`config.mk`:
```
export PLATFORM = sky130hd
export DESIGN_NAME = alu_signed
export DESIGN_NICKNAME = d
export VERILOG_FILES = /design/src/rtl/alu_signed.sv
export SDC_FILE = /design/constraint.sdc
export NUM_CORES = 1
export LEC_CHECK = 0
export BUFFER_PORTS_ARGS = -buffer_cell sky130_fd_sc_hd__buf_2
export CORE_ASPECT_RATIO = 0.75
export CORE_MARGIN = 2
export CORE_UTILIZATION = 37
export DETAILED_ROUTE_END_ITERATION = 16
export SLEW_MARGIN = 0
export SYNTH_ARGS = -nofsm -noshare
export SYNTH_HDL_FRONTEND = slang
export SYNTH_SLANG_ARGS = --single-unit
```
`constraint.sdc`:
```
create_clock -name vclk -period 4.25
set_input_delay 0.2125 -clock vclk [all_inputs]
set_output_delay 0.2125 -clock vclk [all_outputs]
set_load 0.05 [all_outputs]
```
`src/rtl/alu_signed.sv`:
```
module alu_signed #(
  parameter int W     = 32,
  parameter int NFUNC = 16
) (
  input  logic [W-1:0]             opa,
  input  logic [W-1:0]             opb,
  input  logic [$clog2(NFUNC)-1:0] op,
  output logic [W-1:0]             res,
  output logic                     zero,
  output logic                     ovf
);
  localparam int CW = $clog2(NFUNC);
  localparam logic [CW-1:0] OP_AND = CW'(0);
  localparam logic [CW-1:0] OP_OR  = CW'(1);
  localparam logic [CW-1:0] OP_ADD = CW'(2);
  localparam logic [CW-1:0] OP_SUB = CW'(6);
  localparam logic [CW-1:0] OP_SLT = CW'(7);
  localparam logic [CW-1:0] OP_NOR = CW'(12);

  logic [W-1:0] sum, diff;
  logic add_v, sub_v, less;

  assign sum   = opa + opb;
  assign diff  = opa - opb;
  assign add_v = (opa[W-1] == opb[W-1]) && (sum[W-1] != opa[W-1]);
  assign sub_v = (opa[W-1] != opb[W-1]) && (diff[W-1] != opa[W-1]);
  assign less  = diff[W-1] ^ sub_v;

  // result process
  always_comb begin
    case (op)
      OP_AND:  res = opa & opb;
      OP_OR:   res = opa | opb;
      OP_NOR:  res = ~(opa | opb);
      OP_ADD:  res = sum;
      OP_SUB:  res = diff;
      OP_SLT:  res = {{(W-1){1'b0}}, less};
      default: res = '0;
    endcase
  end

  // flag process
  always_comb begin
    zero = (res == '0);
    case (op)
      OP_ADD:  ovf = add_v;
      OP_SUB:  ovf = sub_v;
      default: ovf = 1'b0;
    endcase

    p_ovf_arith_only_r6: assert (!ovf || op == OP_ADD || op == OP_SUB)
      else $error("overflow raised for a non-arithmetic code");
    p_slt_single_bit_r5: assert (op != OP_SLT || res[W-1:1] == '0)
      else $error("compare result has upper bits set");
    p_sub_zero_equal_r8: assert (!(op == OP_SUB && zero) || opa == opb)
      else $error("zero difference from unequal operands");
    p_and_subset_r1: assert (op != OP_AND || (res & ~opa) == '0)
      else $error("and result has bits outside operand A");
  end
endmodule

```
* After elaboration in Yosys (flattened, before gate mapping) *
Index checks and enable logic that the tools add are counted.

storage, ports and cells
  register bits after elaboration = 0
  bits of input ports = 68
  output and inout port bits = 34
  logic and storage cells = 21

operators by class
  add/sub/neg operators = 2
  eq/ne operators = 9
  muxes and demuxes = 2
  bitwise operators = 4
  reductions and logical operators = 4

operators with widths
  kind                                           count
  case mux 32 bit (6 select lines)               1
  adder 32 bit                                   1
  AND 32 bit                                     1
  logical NOT 32 bit                             1
  NOT 32 bit                                     1
  bitwise OR 32 bit                              1
  subtractor 32 bit                              1
  == test 4 x 3 -> 1 bit, second input constant  2
  == test 4 x 1 -> 1 bit, second input constant  1
  == test 4 x 2 -> 1 bit, second input constant  1
  == test 4 bit, second input constant           1
  logical NOT 4 bit                              1
  != test 1 bit                                  3
  logical AND 1 bit                              2
  case mux 1 bit (2 select lines)                1
  == test 1 bit                                  1
  XOR 1 bit                                      1

* Longest topological paths before layout *
Gate-level depths: netlist (run 1).

  word-level depth = 6
  gate-level depth with buffers = 25
  depth with buffers taken out = 24

* Worst setup path after synthesis (run 1) *
Ideal clock, no wire load.

  path kind = input to output
  start = in opb[1]
  end = out zero
  data arrival time = 5348 ps
  data required time = 4038 ps
  slack = -1311 ps
  stages on the path = 24
  buffers on the path = 0
  cells stage by stage = inv_1 ha_1 o21ba_2 or4_4 a21o_1 a21o_1 o211ai_4 a211oi_1 nor2_1 nor2_1 nor2_1 nor2_1 fa_1 nand3_1 o21ai_0 a21oi_1 o22ai_1 nor3_1 nand2_1 or4_1 or4_1 nor4_1 nand4b_1 nor3_2

on the way
  longest elaborated chain between the ends = 6
  elaborated cells between the ends (all ways) = 10
  classes of those cells = 2 x add/sub; 1 x eq/ne; 1 x mux; 4 x bitwise; 2 x reduce/logical

RTL lines
  item                                RTL line  source
  start, declared                     6         input logic [W-1:0] opb,
  subtractor 32 bit *                 24        assign diff = opa - opb;
  != test 1 bit                       26        assign sub_v = (opa[W-1] != opb[W-1]) && (diff[W-1] != opa[W-1]);
  logical AND 1 bit                   26
  XOR 1 bit *                         27        assign less = diff[W-1] ^ sub_v;
  case mux 32 bit (6 select lines) *  31        case (op)
  named net res[0]                    8         output logic [W-1:0] res,
  logical NOT 32 bit *                44        zero = (res == '0);
  end, declared                       9         output logic zero,

The timed path passes the listed nets; every way through them passes the cells marked *.

* Worst setup path in the final report (run 1) *
  start = in opb[1]
  end = out zero

on the way
  longest elaborated chain between the ends = 6
  elaborated cells between the ends (all ways) = 10
  classes of those cells = 2 x add/sub; 1 x eq/ne; 1 x mux; 4 x bitwise; 2 x reduce/logical

RTL lines
  item                                RTL line
  subtractor 32 bit                   24
  != test 1 bit                       26
  logical AND 1 bit                   26
  XOR 1 bit                           27
  case mux 32 bit (6 select lines) *  31
  logical NOT 32 bit *                44

Mark *: on every way between the ends. The rest lies on a longest branch, timed or not.

==> metrics.md, run 1 <==
| Metric | Value |
|---|---|
| Run status | `finished with violations` |
| Violated checks | `setup timing` |
| Post-synthesis xor/xnor area fraction | `1.74%` |
| Via/cell ratio | `5.70` |
| First-pass iteration count of the detailed router | `5` |
| Worst Setup End Kind | `output port` |
| Chip width | `145 microns` |
| Post-synthesis simple-gate area fraction | `24.8%` |
| Vias in the first global route | `6945` |
| Total GRT Usage | `26.8%` |
| Via count | `7381` |
| Power, Total | `1150 uW` |
| CLK BUF | `0` |
| Hold/Removal Path Class | `in2out` |
| Post-Synth Adder-Cell Area | `23.2%` |
| Post-route ant nets | `0` |
| Share of the synthesized area in the top cell type | `22.1%` |
| Measured slew at the worst slew-check pin | `0.860 ns` |
| CP Max Fanout | `3` |
| Clk pwr share | `0%` |
| Maximum Capacitance Violations | `0` |
| Fin worst setup slack | `-0.858 ns` |
| Static Leak | `0.00398 uW` |
| Fin Hold WS | `0.933 ns` |
| Area delta synth->final | `40.8%` |
| Synth warnings | `0` |
| Fmax | `196 MHz` |
| Required @ worst endpoint | `4.04 ns` |
| Site Rows | `38` |
| Pre-CTS WS | `-1.23 ns` |
| Worst Hold End | `ovf` |
| Comb pwr share | `100.0%` |
| Worst setup SP type | `primary input` |
| Sequential cell area fraction in the yosys report | `0%` |
| Post-synthesis mux area share | `0.610%` |
| Routed WL | `22.0 mm` |
| Switching Fraction | `59.7%` |
| Mean Syn Cell Area | `6.64 sq um` |
| Fillers | `1500` |
| ANT cells | `0` |
| RSZ-0062 raised after global routing | `true` |
| Setup Total Neg Slack | `-0.858 ns` |
| Per-cell routed wire length | `17.0 microns` |
| Pwr dens | `148 nW/um^2` |
| Largest family of logic cells by synthesized area | `compound AO/OA/AOI/OAI gates` |
| Die Ht | `110 microns` |
| I/O pin count | `102` |
| Hold Startpoint | `opa[31]` |
| Distinct cell type count after synthesis | `77` |
| Core box area | `14500 sq um` |
| Largest net degree at the start of global routing | `30` |
| Hold depth | `3` |
| Crit share post-route | `120%` |
| Nets | `1267` |
| Top cell type by total area after synthesis | `ha_1` |
| # setup viols final | `1` |
| Register area | `0 sq um` |
| CP Class | `in2out` |
| Final min period | `5.11 ns` |
| Global route total overflow | `0` |
| P_sw | `688 uW` |
| Synth area leaders | `ha_1 22%, inv_1 6.7%, a21oi_1 5.8%` |
| Slew headroom | `42.5%` |
| Antenna violations before repair | `0` |
| GPL Wtd Cong | `0.994` |
| First-pass GRT wire length | `35.3 mm` |
| Cells after synthesis | `835` |
| Flop pwr share | `0%` |
| Share of cells above drive strength 1 | `33.1%` |
| Arr. time, crit path | `4.90 ns` |
| Final max-slew violation count | `0` |
| DIE AREA | `16000 sq um` |
| First-iteration detailed-routing DRC count | `814` |
| I/O Buffers | `102` |
| Syn Nets | `1004` |
| Initial Utilization | `38.1%` |
| Drt drc | `0` |
| Seq cells | `0` |
| DPL Wire Length | `18.3 mm` |
| Post-synthesis compound-gate area fraction | `39.1%` |
| Internal | `465 uW` |
| Post-Syn Area | `5540 sq um` |
| Final count of hold timing violations | `0` |
| Maximum vdd ir drop | `93.1 uV` |
## Yosys cell counts (13+ instances only)
cell type  instances
o21ai_0           46
ha_1              98
a21o_1            20
inv_1             99
buf_2             16
a211oi_1          17
nand3_1           14
nor3_1            23
a21oi_1           64
nand2_1           65
clkbuf_1          29
nor2_1            68
nand4_1           13
a221oi_1          22
## layout by cell type (no fill, tap or decap), drive strengths merged, types with 5 or more instances in the layout
master	netlist	layout
ha	98	98
nand3	14	14
o31a	5	5
o21ai	49	49
a311oi	6	6
nor4	7	7
inv	99	98
buf	20	310
nor2	68	68
a31oi	12	12
and2	6	6
or2	9	9
nand4	13	13
o22ai	9	9
o221a	6	6
o211ai	9	9
a221oi	23	23
nand3b	5	5
a221o	8	8
or3	6	6
a21oi	64	64
a21o	20	20
nand2b	12	12
nand2	65	65
o31ai	10	10
or4	6	6
nor2b	11	11
xnor2	10	10
a22oi	10	10
o21bai	11	11
a211oi	18	18
nor3	24	24
## worst max-delay path, stage by stage
cell and delay (ns):
buf_8 0.08, clkinvlp_4 0.08, ha_4 0.22, o21ba_4 0.22
or4_4 0.43, a21o_1 0.20, a21o_1 0.20, o211ai_4 0.20
a211oi_4 0.09, nor2_1 0.09, nor2_1 0.05, nor2_1 0.08
nor2_1 0.06, fa_2 0.33, nand3_2 0.08, o21ai_2 0.06
a21oi_2 0.18, o22ai_4 0.09, nor3_2 0.17, nand2_1 0.09
or4_1 0.41, or4_4 0.45, nor4_4 0.14, nand4b_1 0.25
nor3_4 0.25, buf_6 0.18
## per-layer routing
layer	GRT usage, %	up-vias	wire length, microns
li1	-	3604	-
met1	39.1	3382	10300
met2	43.5	379	9370
met3	3.91	16	2200
met4	1.96	0	110
met5	0	-	0
## stage by stage
stage / area, sq um / util, % / instances
after detailed placement: 7700 / 52.9 / 1295
after global placement: 7700 / 52.9 / 1295
after global routing: 7800 / 53.6 / 1296
after CTS: 7770 / 53.4 / 1296
after floorplan: 5590 / - / 835
final: 7800 / 53.6 / 1296
## cell families after synthesis
family	count (synthesis)
AO/OA/AOI/OAI	304
AND/OR/NAND/NOR	268
buffers and inverters	148
adder cells (fa/ha/maj)	101
XOR/XNOR	11
multiplexers	3
## layout make-up
class	count	area, sq um	share of cell area (%)
timing repair buffer	310	2090	26.8
inverter	99	375	4.81
tap	200	250	3.21
multi-input combinational	687	5080	65.1
## worst max-delay path by stage
stage                     startpoint   end  slack (ns)  cells after the start
after floorplan               opb[1]  zero       -0.92                     24
after global placement        opa[1]  zero       -1.11                     26
after detailed placement      opb[1]  zero       -1.23                     26
after CTS                     opb[1]  zero       -0.90                     26
after global routing          opb[1]  zero       -1.09                     26
final                         opb[1]  zero       -0.86                     26
## power by group through the flow
stage          Sequential, uW  Combinational [uW]  Clock, uW
6_report                    0                1150          0
5_1_grt                     0                1250          0
4_1_cts                     0                1130          0
3_5_place_dp                0                1110          0
3_3_place_gp                0                1110          0
2_1_floorplan               0                 672          0
## timing repair
item / in CTS / in global routing
pin swaps: 10 / 6
hold endpoints to repair: 0 / 0
resized for setup: 17 / 6
hold buffers: 0 / 0
setup endpoints to repair: 2 / 4
setup buffers: 1 / 0
gates cloned: 0 / 0
(Power assumes the default switching activity.)
==> run 2: changes to the inputs <==
--- a/config.mk
+++ b/config.mk
@@ -8,8 +8,9 @@
 export BUFFER_PORTS_ARGS = -buffer_cell sky130_fd_sc_hd__buf_2
 export CORE_ASPECT_RATIO = 0.75
 export CORE_MARGIN = 2
-export CORE_UTILIZATION = 37
+export CORE_UTILIZATION = 54
 export DETAILED_ROUTE_END_ITERATION = 16
+export PLACE_DENSITY = 0.81
 export SLEW_MARGIN = 0
 export SYNTH_ARGS = -nofsm -noshare
 export SYNTH_HDL_FRONTEND = slang
==> run 2 against run 1 <==
  * The run still ends with setup timing left
  * Total power is 0.92% lower
  * Clock-buffer cell count stayed put
  * Routed wire length is 3.4% lower
  * Core utilization is 24 points higher
  * Via count is 5.4% higher
  * First-iteration DRC count is 62% higher
  * Non-clock buffer count is 12 lower
  * Worst hold slack worse by 0.013 ns
  * Largest cell class unchanged
  * Largest power group unchanged
  * Highest routed layer unchanged
==> metrics.md, run 2 (synthesized netlist as in run 1, its figures left out) <==
| Metric | Value |
|---|---|
| Drt drc | `0 (unchanged)` |
| Hold_buf cts | `0 (unchanged)` |
| Fin area | `7600 sq um (-2.6%)` |
| Area delta synth->final | `37.2%` |
| Worst Hold End | `ovf` |
| P_sw | `688 uW (about the same)` |
| Fin worst setup slack | `-0.950 ns (-0.0925 ns)` |
| Slowest stage cell, crit path | `or4_4` |
| Hold Startpoint | `opa[31]` |
| Global route total overflow | `0 (unchanged)` |
| # setup viols final | `1 (unchanged)` |
| Initial Utilization | `56.5% (+18 points)` |
| Antenna violations before repair | `0 (unchanged)` |
| Violated checks | `setup timing` |
| Total GRT Usage | `36.3% (+9.5 points)` |
| Maximum Capacitance Violations | `0 (unchanged)` |
| Routed WL | `21.3 mm (-3.4%)` |
| Chip width | `121 microns (-17%)` |
| GPL Wtd Cong | `1.07 (+7.7%)` |
| Per-cell routed wire length | `17.5 microns (+3.0%)` |
| Multi-input logic area | `5060 sq um (-0.39%)` |
| Final count of hold timing violations | `0 (unchanged)` |
| Required @ worst endpoint | `4.04 ns (about the same)` |
| Register area | `0 sq um (unchanged)` |
| Site Rows | `31 (-18%)` |
| ANT cells | `0 (unchanged)` |
| Share of cells above drive strength 1 | `32.3% (-0.83 points)` |
| Nets | `1255 (-0.95%)` |
| I/O pin count | `102 (unchanged)` |
| Slowest stage delay, CP | `0.50 ns (+0.05 ns)` |
| Via count | `7776 (+5.4%)` |
| Commonest cells after routing, fill and taps aside | `196 x buf_4, 100 x buf_2, 97 x inv_1, 97 x ha_1, 68 x nor2_1` |
| Internal | `454 uW (-2.3%)` |
| Measured slew at the worst slew-check pin | `0.794 ns (-0.0664 ns)` |
| Final max-slew violation count | `0 (unchanged)` |
| Die Ht | `91.7 microns (-17%)` |
| Final min period | `5.20 ns (+0.0925 ns)` |
| Pwr dens | `150 nW/um^2 (+1.7%)` |
| Most common cell after layout, fill and taps aside | `buf_4` |
| Maximum vdd ir drop | `89.7 uV (-3.7%)` |
| Pre-CTS WS | `-1.12 ns (+0.107 ns)` |
| Post-route ant nets | `0 (unchanged)` |
| DIE AREA | `11100 sq um (-31%)` |
| Crit share post-route | `122% (+2.2 points)` |
| Arr. time, crit path | `4.99 ns (+0.09 ns)` |
| Area after DPL | `7490 sq um (-2.8%)` |
| Via/cell ratio | `6.39 (+12%)` |
| CP Class | `in2out` |
| RSZ-0062 raised after global routing | `true` |
| Vias in the first global route | `7041 (+1.4%)` |
| Worst setup SP type | `primary input` |
| Fmax | `192 MHz (-1.8%)` |
| First-pass iteration count of the detailed router | `6 (+1)` |
| Cell mode on critical path | `nor2_1` |
| Switching Fraction | `60.3% (+0.58 points)` |
| Static Leak | `0.00391 uW (-1.7%)` |
| Seq cells | `0 (unchanged)` |
| Slew headroom | `47.0% (+4.5 points)` |
| DPL Wire Length | `17.1 mm (-6.5%)` |
| Worst Setup End Kind | `output port` |
| First-pass GRT wire length | `33.8 mm (-4.3%)` |
| Fillers | `738 (-51%)` |
| Buf/Inv on CP | `3 (unchanged)` |
| Comb pwr share | `100.0% (about the same)` |
| Largest net degree at the start of global routing | `30 (unchanged)` |
| CLK BUF | `0 (unchanged)` |
| Flop pwr share | `0% (unchanged)` |
| Clk pwr share | `0% (unchanged)` |
| Power, Total | `1140 uW (-0.92%)` |
| Delay-heaviest family, CP | `simple AND/OR/NAND/NOR gates` |
| I/O Buffers | `102 (unchanged)` |
| Hold depth | `3 (unchanged)` |
| Run status | `finished with violations` |
| First-iteration detailed-routing DRC count | `1318 (+62%)` |
| Hold/Removal Path Class | `in2out` |
| Core box area | `9810 sq um (-33%)` |
| CP Max Fanout | `2 (-1)` |
[run 2: worst max path at each step]
stage	cells past startpoint	startpoint	end	slack, ns
CTS	26	opb[1]	zero	-1.04
global route	26	opb[1]	zero	-1.10
detailed placement	26	opb[1]	zero	-1.12
global placement	26	opb[1]	zero	-1.05
floorplan	24	opb[1]	zero	-0.92
finish	26	opb[1]	zero	-0.95
[run 2: repair_timing]
| item | 4_1_cts | 5_1_grt |
|---|---|---|
| setup endpoints to repair | 1 | 2 |
| buffers inserted | 5 | 1 |
| resized for setup | 10 | 6 |
| pin swaps | 12 | 10 |
[run 2: cell type report]
class	instances	area share, %
Timing Repair Buffer	298	26.3
Tap cell	132	2.17
Multi-Input combinational cell	687	66.6
Inverter	99	4.94
[run 2: layer usage]
layer / wire, microns / track usage, %
met5: 0 / 0
met4: 910 / 11.6
met3: 2930 / 5.41
met2: 8670 / 56.3
met1: 8750 / 51.1
[run 2: power groups by stage]
stage	clock network, uW	registers [uW]	logic, uW
floorplan	0	0	672
detailed placement	0	0	1080
global route	0	0	1210
CTS	0	0	1100
global placement	0	0	1060
finish	0	0	1140
[run 2: through the flow]
step	TNS, ns	hold WS [ns]	instances	util [%]
global placement	-1.05	0.905	1210	76.3
global route	-1.11	0.919	1216	77.4
finish	-0.950	0.920	1216	77.4
CTS	-1.04	0.906	1215	77.1
detailed placement	-1.12	0.902	1210	76.3
floorplan	-0.918	0.705	835	-
==> run 3: changes to the inputs <==
--- a/config.mk
+++ b/config.mk
@@ -10,6 +10,7 @@
 export CORE_MARGIN = 2
 export CORE_UTILIZATION = 54
 export DETAILED_ROUTE_END_ITERATION = 16
+export MAX_ROUTING_LAYER = met4
 export PLACE_DENSITY = 0.81
 export SLEW_MARGIN = 0
 export SYNTH_ARGS = -nofsm -noshare
==> run 3 against run 2 <==
  * The flow still finishes with violations (setup timing)
  * Global-route usage is 3.7 points higher
  * Routed wire length increased by 4.9%
  * First-iteration DRC count decreased by 6.9%
  * Worst setup slack improved by 0.069 ns
  * Die area unchanged
  * Cell count grew 0.82%
  * Clock-buffer cell count stayed put
  * Design area increased by 1.3%
  * Core utilization rose by 1.0 points
  * Combinational power is essentially flat
  * Worst hold slack worse by 0.013 ns
  * Largest cell class unchanged
  * Highest routed layer unchanged
==> metrics.md, run 3 (synthesized netlist as in run 1, its figures left out) <==
| Metric | Value |
|---|---|
| Per-cell routed wire length | `18.2 microns (+4.0%)` |
| Via/cell ratio | `6.30 (-1.5%)` |
| Worst Hold End | `ovf` |
| CP Class | `in2out` |
| Nets | `1265 (+0.80%)` |
| Worst Setup End Kind | `output port` |
| Final count of hold timing violations | `0 (unchanged)` |
| Delay-heaviest family, CP | `simple AND/OR/NAND/NOR gates` |
| DIE AREA | `11100 sq um (unchanged)` |
| Measured slew at the worst slew-check pin | `0.840 ns (+0.0460 ns)` |
| Buf/Inv on CP | `3 (unchanged)` |
| CP startpoint | `opb[1]` |
| DPL Wire Length | `18.2 mm (+6.6%)` |
| I/O Buffers | `102 (unchanged)` |
| First-iteration detailed-routing DRC count | `1227 (-6.9%)` |
| GPL Wtd Cong | `1.04 (-2.5%)` |
| Core box area | `9810 sq um (unchanged)` |
| Commonest cells after routing, fill and taps aside | `205 x buf_4, 99 x buf_2, 97 x inv_1, 97 x ha_1, 68 x nor2_1` |
| Seq cells | `0 (unchanged)` |
| First-pass GRT wire length | `35.6 mm (+5.3%)` |
| Pwr dens | `151 nW/um^2 (+0.26%)` |
| CLK BUF | `0 (unchanged)` |
| Die Ht | `91.7 microns (unchanged)` |
| Chip width | `121 microns (unchanged)` |
| Routed WL | `22.3 mm (+4.9%)` |
| Area after DPL | `7620 sq um (+1.7%)` |
| Pre-CTS WS | `-1.21 ns (-0.0823 ns)` |
| Global route total overflow | `0 (unchanged)` |
| Util after Layout | `78.5% (+1.0 points)` |
| Hold/Removal Path Class | `in2out` |
| Initial Utilization | `56.5% (unchanged)` |
| # setup viols final | `1 (unchanged)` |
| Antenna violations before repair | `0 (unchanged)` |
| Hold depth | `3 (unchanged)` |
| Static Leak | `0.00397 uW (+1.4%)` |
| Arr. time, crit path | `4.92 ns (-0.07 ns)` |
| Fin area | `7700 sq um (+1.3%)` |
| Slowest stage delay, CP | `0.45 ns (-0.05 ns)` |
| Post-route ant nets | `0 (unchanged)` |
| Register area | `0 sq um (unchanged)` |
| Final min period | `5.13 ns (-0.0685 ns)` |
| Drt drc | `0 (unchanged)` |
| Largest net degree at the start of global routing | `31 (+3.3%)` |
| Maximum vdd ir drop | `93.2 uV (+3.8%)` |
| Site Rows | `31 (unchanged)` |
| Fin Hold WS | `0.907 ns (-0.0134 ns)` |
| Cell mode on critical path | `nor2_1` |
| Violated checks | `setup timing` |
| Via count | `7722 (-0.69%)` |
| Crit share post-route | `121% (-1.6 points)` |
| Maximum Capacitance Violations | `0 (unchanged)` |
| Setup Total Neg Slack | `-0.882 ns (+0.0685 ns)` |
| Area delta synth->final | `39.0%` |
| Hold Startpoint | `opa[31]` |
| Run status | `finished with violations` |
| Vias in the first global route | `7234 (+2.7%)` |
| Required @ worst endpoint | `4.04 ns (about the same)` |
| Slowest stage cell, crit path | `or4_4` |
| Hold_buf cts | `0 (unchanged)` |
| Fmax | `195 MHz (+1.3%)` |
| Most common cell after layout, fill and taps aside | `buf_4` |
| Worst setup SP type | `primary input` |
| First-pass iteration count of the detailed router | `6 (unchanged)` |
| Slew headroom | `43.9% (-3.1 points)` |
| I/O pin count | `102 (unchanged)` |
| Share of cells above drive strength 1 | `32.9% (+0.62 points)` |
| Fillers | `824 (+12%)` |
| RSZ-0062 raised after global routing | `true` |
| Fin worst setup slack | `-0.882 ns (+0.0685 ns)` |
| CP Max Fanout | `3 (+1)` |
| Final max-slew violation count | `0 (unchanged)` |
| ANT cells | `0 (unchanged)` |
| Total GRT Usage | `40.0% (+3.7 points)` |
-- run 3: repair_timing --
item                                    in CTS  in global routing
buffers inserted                             1                  0
endpoints found under the setup margin       1                  3
pin swaps                                    6                  5
gates resized for setup                     15                  5
-- run 3: power breakdown --
part           switching, uW  total, uW  internal, uW
registers                  0          0             0
logic                    695       1160           465
clock network              0          0             0
-- run 3: routing by layer --
layer / up-vias / share of wire, % / track usage [%]
li1: 3597 / - / -
met1: 3479 / 42 / 55.7
met2: 564 / 42 / 60.8
met3: 82 / 13 / 6.09
met4: 0 / 2.9 / 8.82
met5: - / 0 / -
-- run 3: how the worst max path moves through the flow --
stage,depth (start not counted),slack [ns],to
finish,26,-0.88,zero
global route,26,-1.06,zero
CTS,26,-0.82,zero
detailed placement,26,-1.21,zero
global placement,26,-1.04,zero
floorplan,24,-0.92,zero
-- run 3: layout make-up --
cell class	instances	area [sq um]	area share, %
inverter	99	375	4.88
multi-input combinational	687	5070	65.9
timing repair buffer	308	2090	27.1
tap	132	165	2.15
-- run 3: through the flow --
stage	cells	power (uW)
CTS	1226	1120
floorplan	835	672
finish	1226	1160
global placement	1225	1090
global route	1226	1240
detailed placement	1225	1110
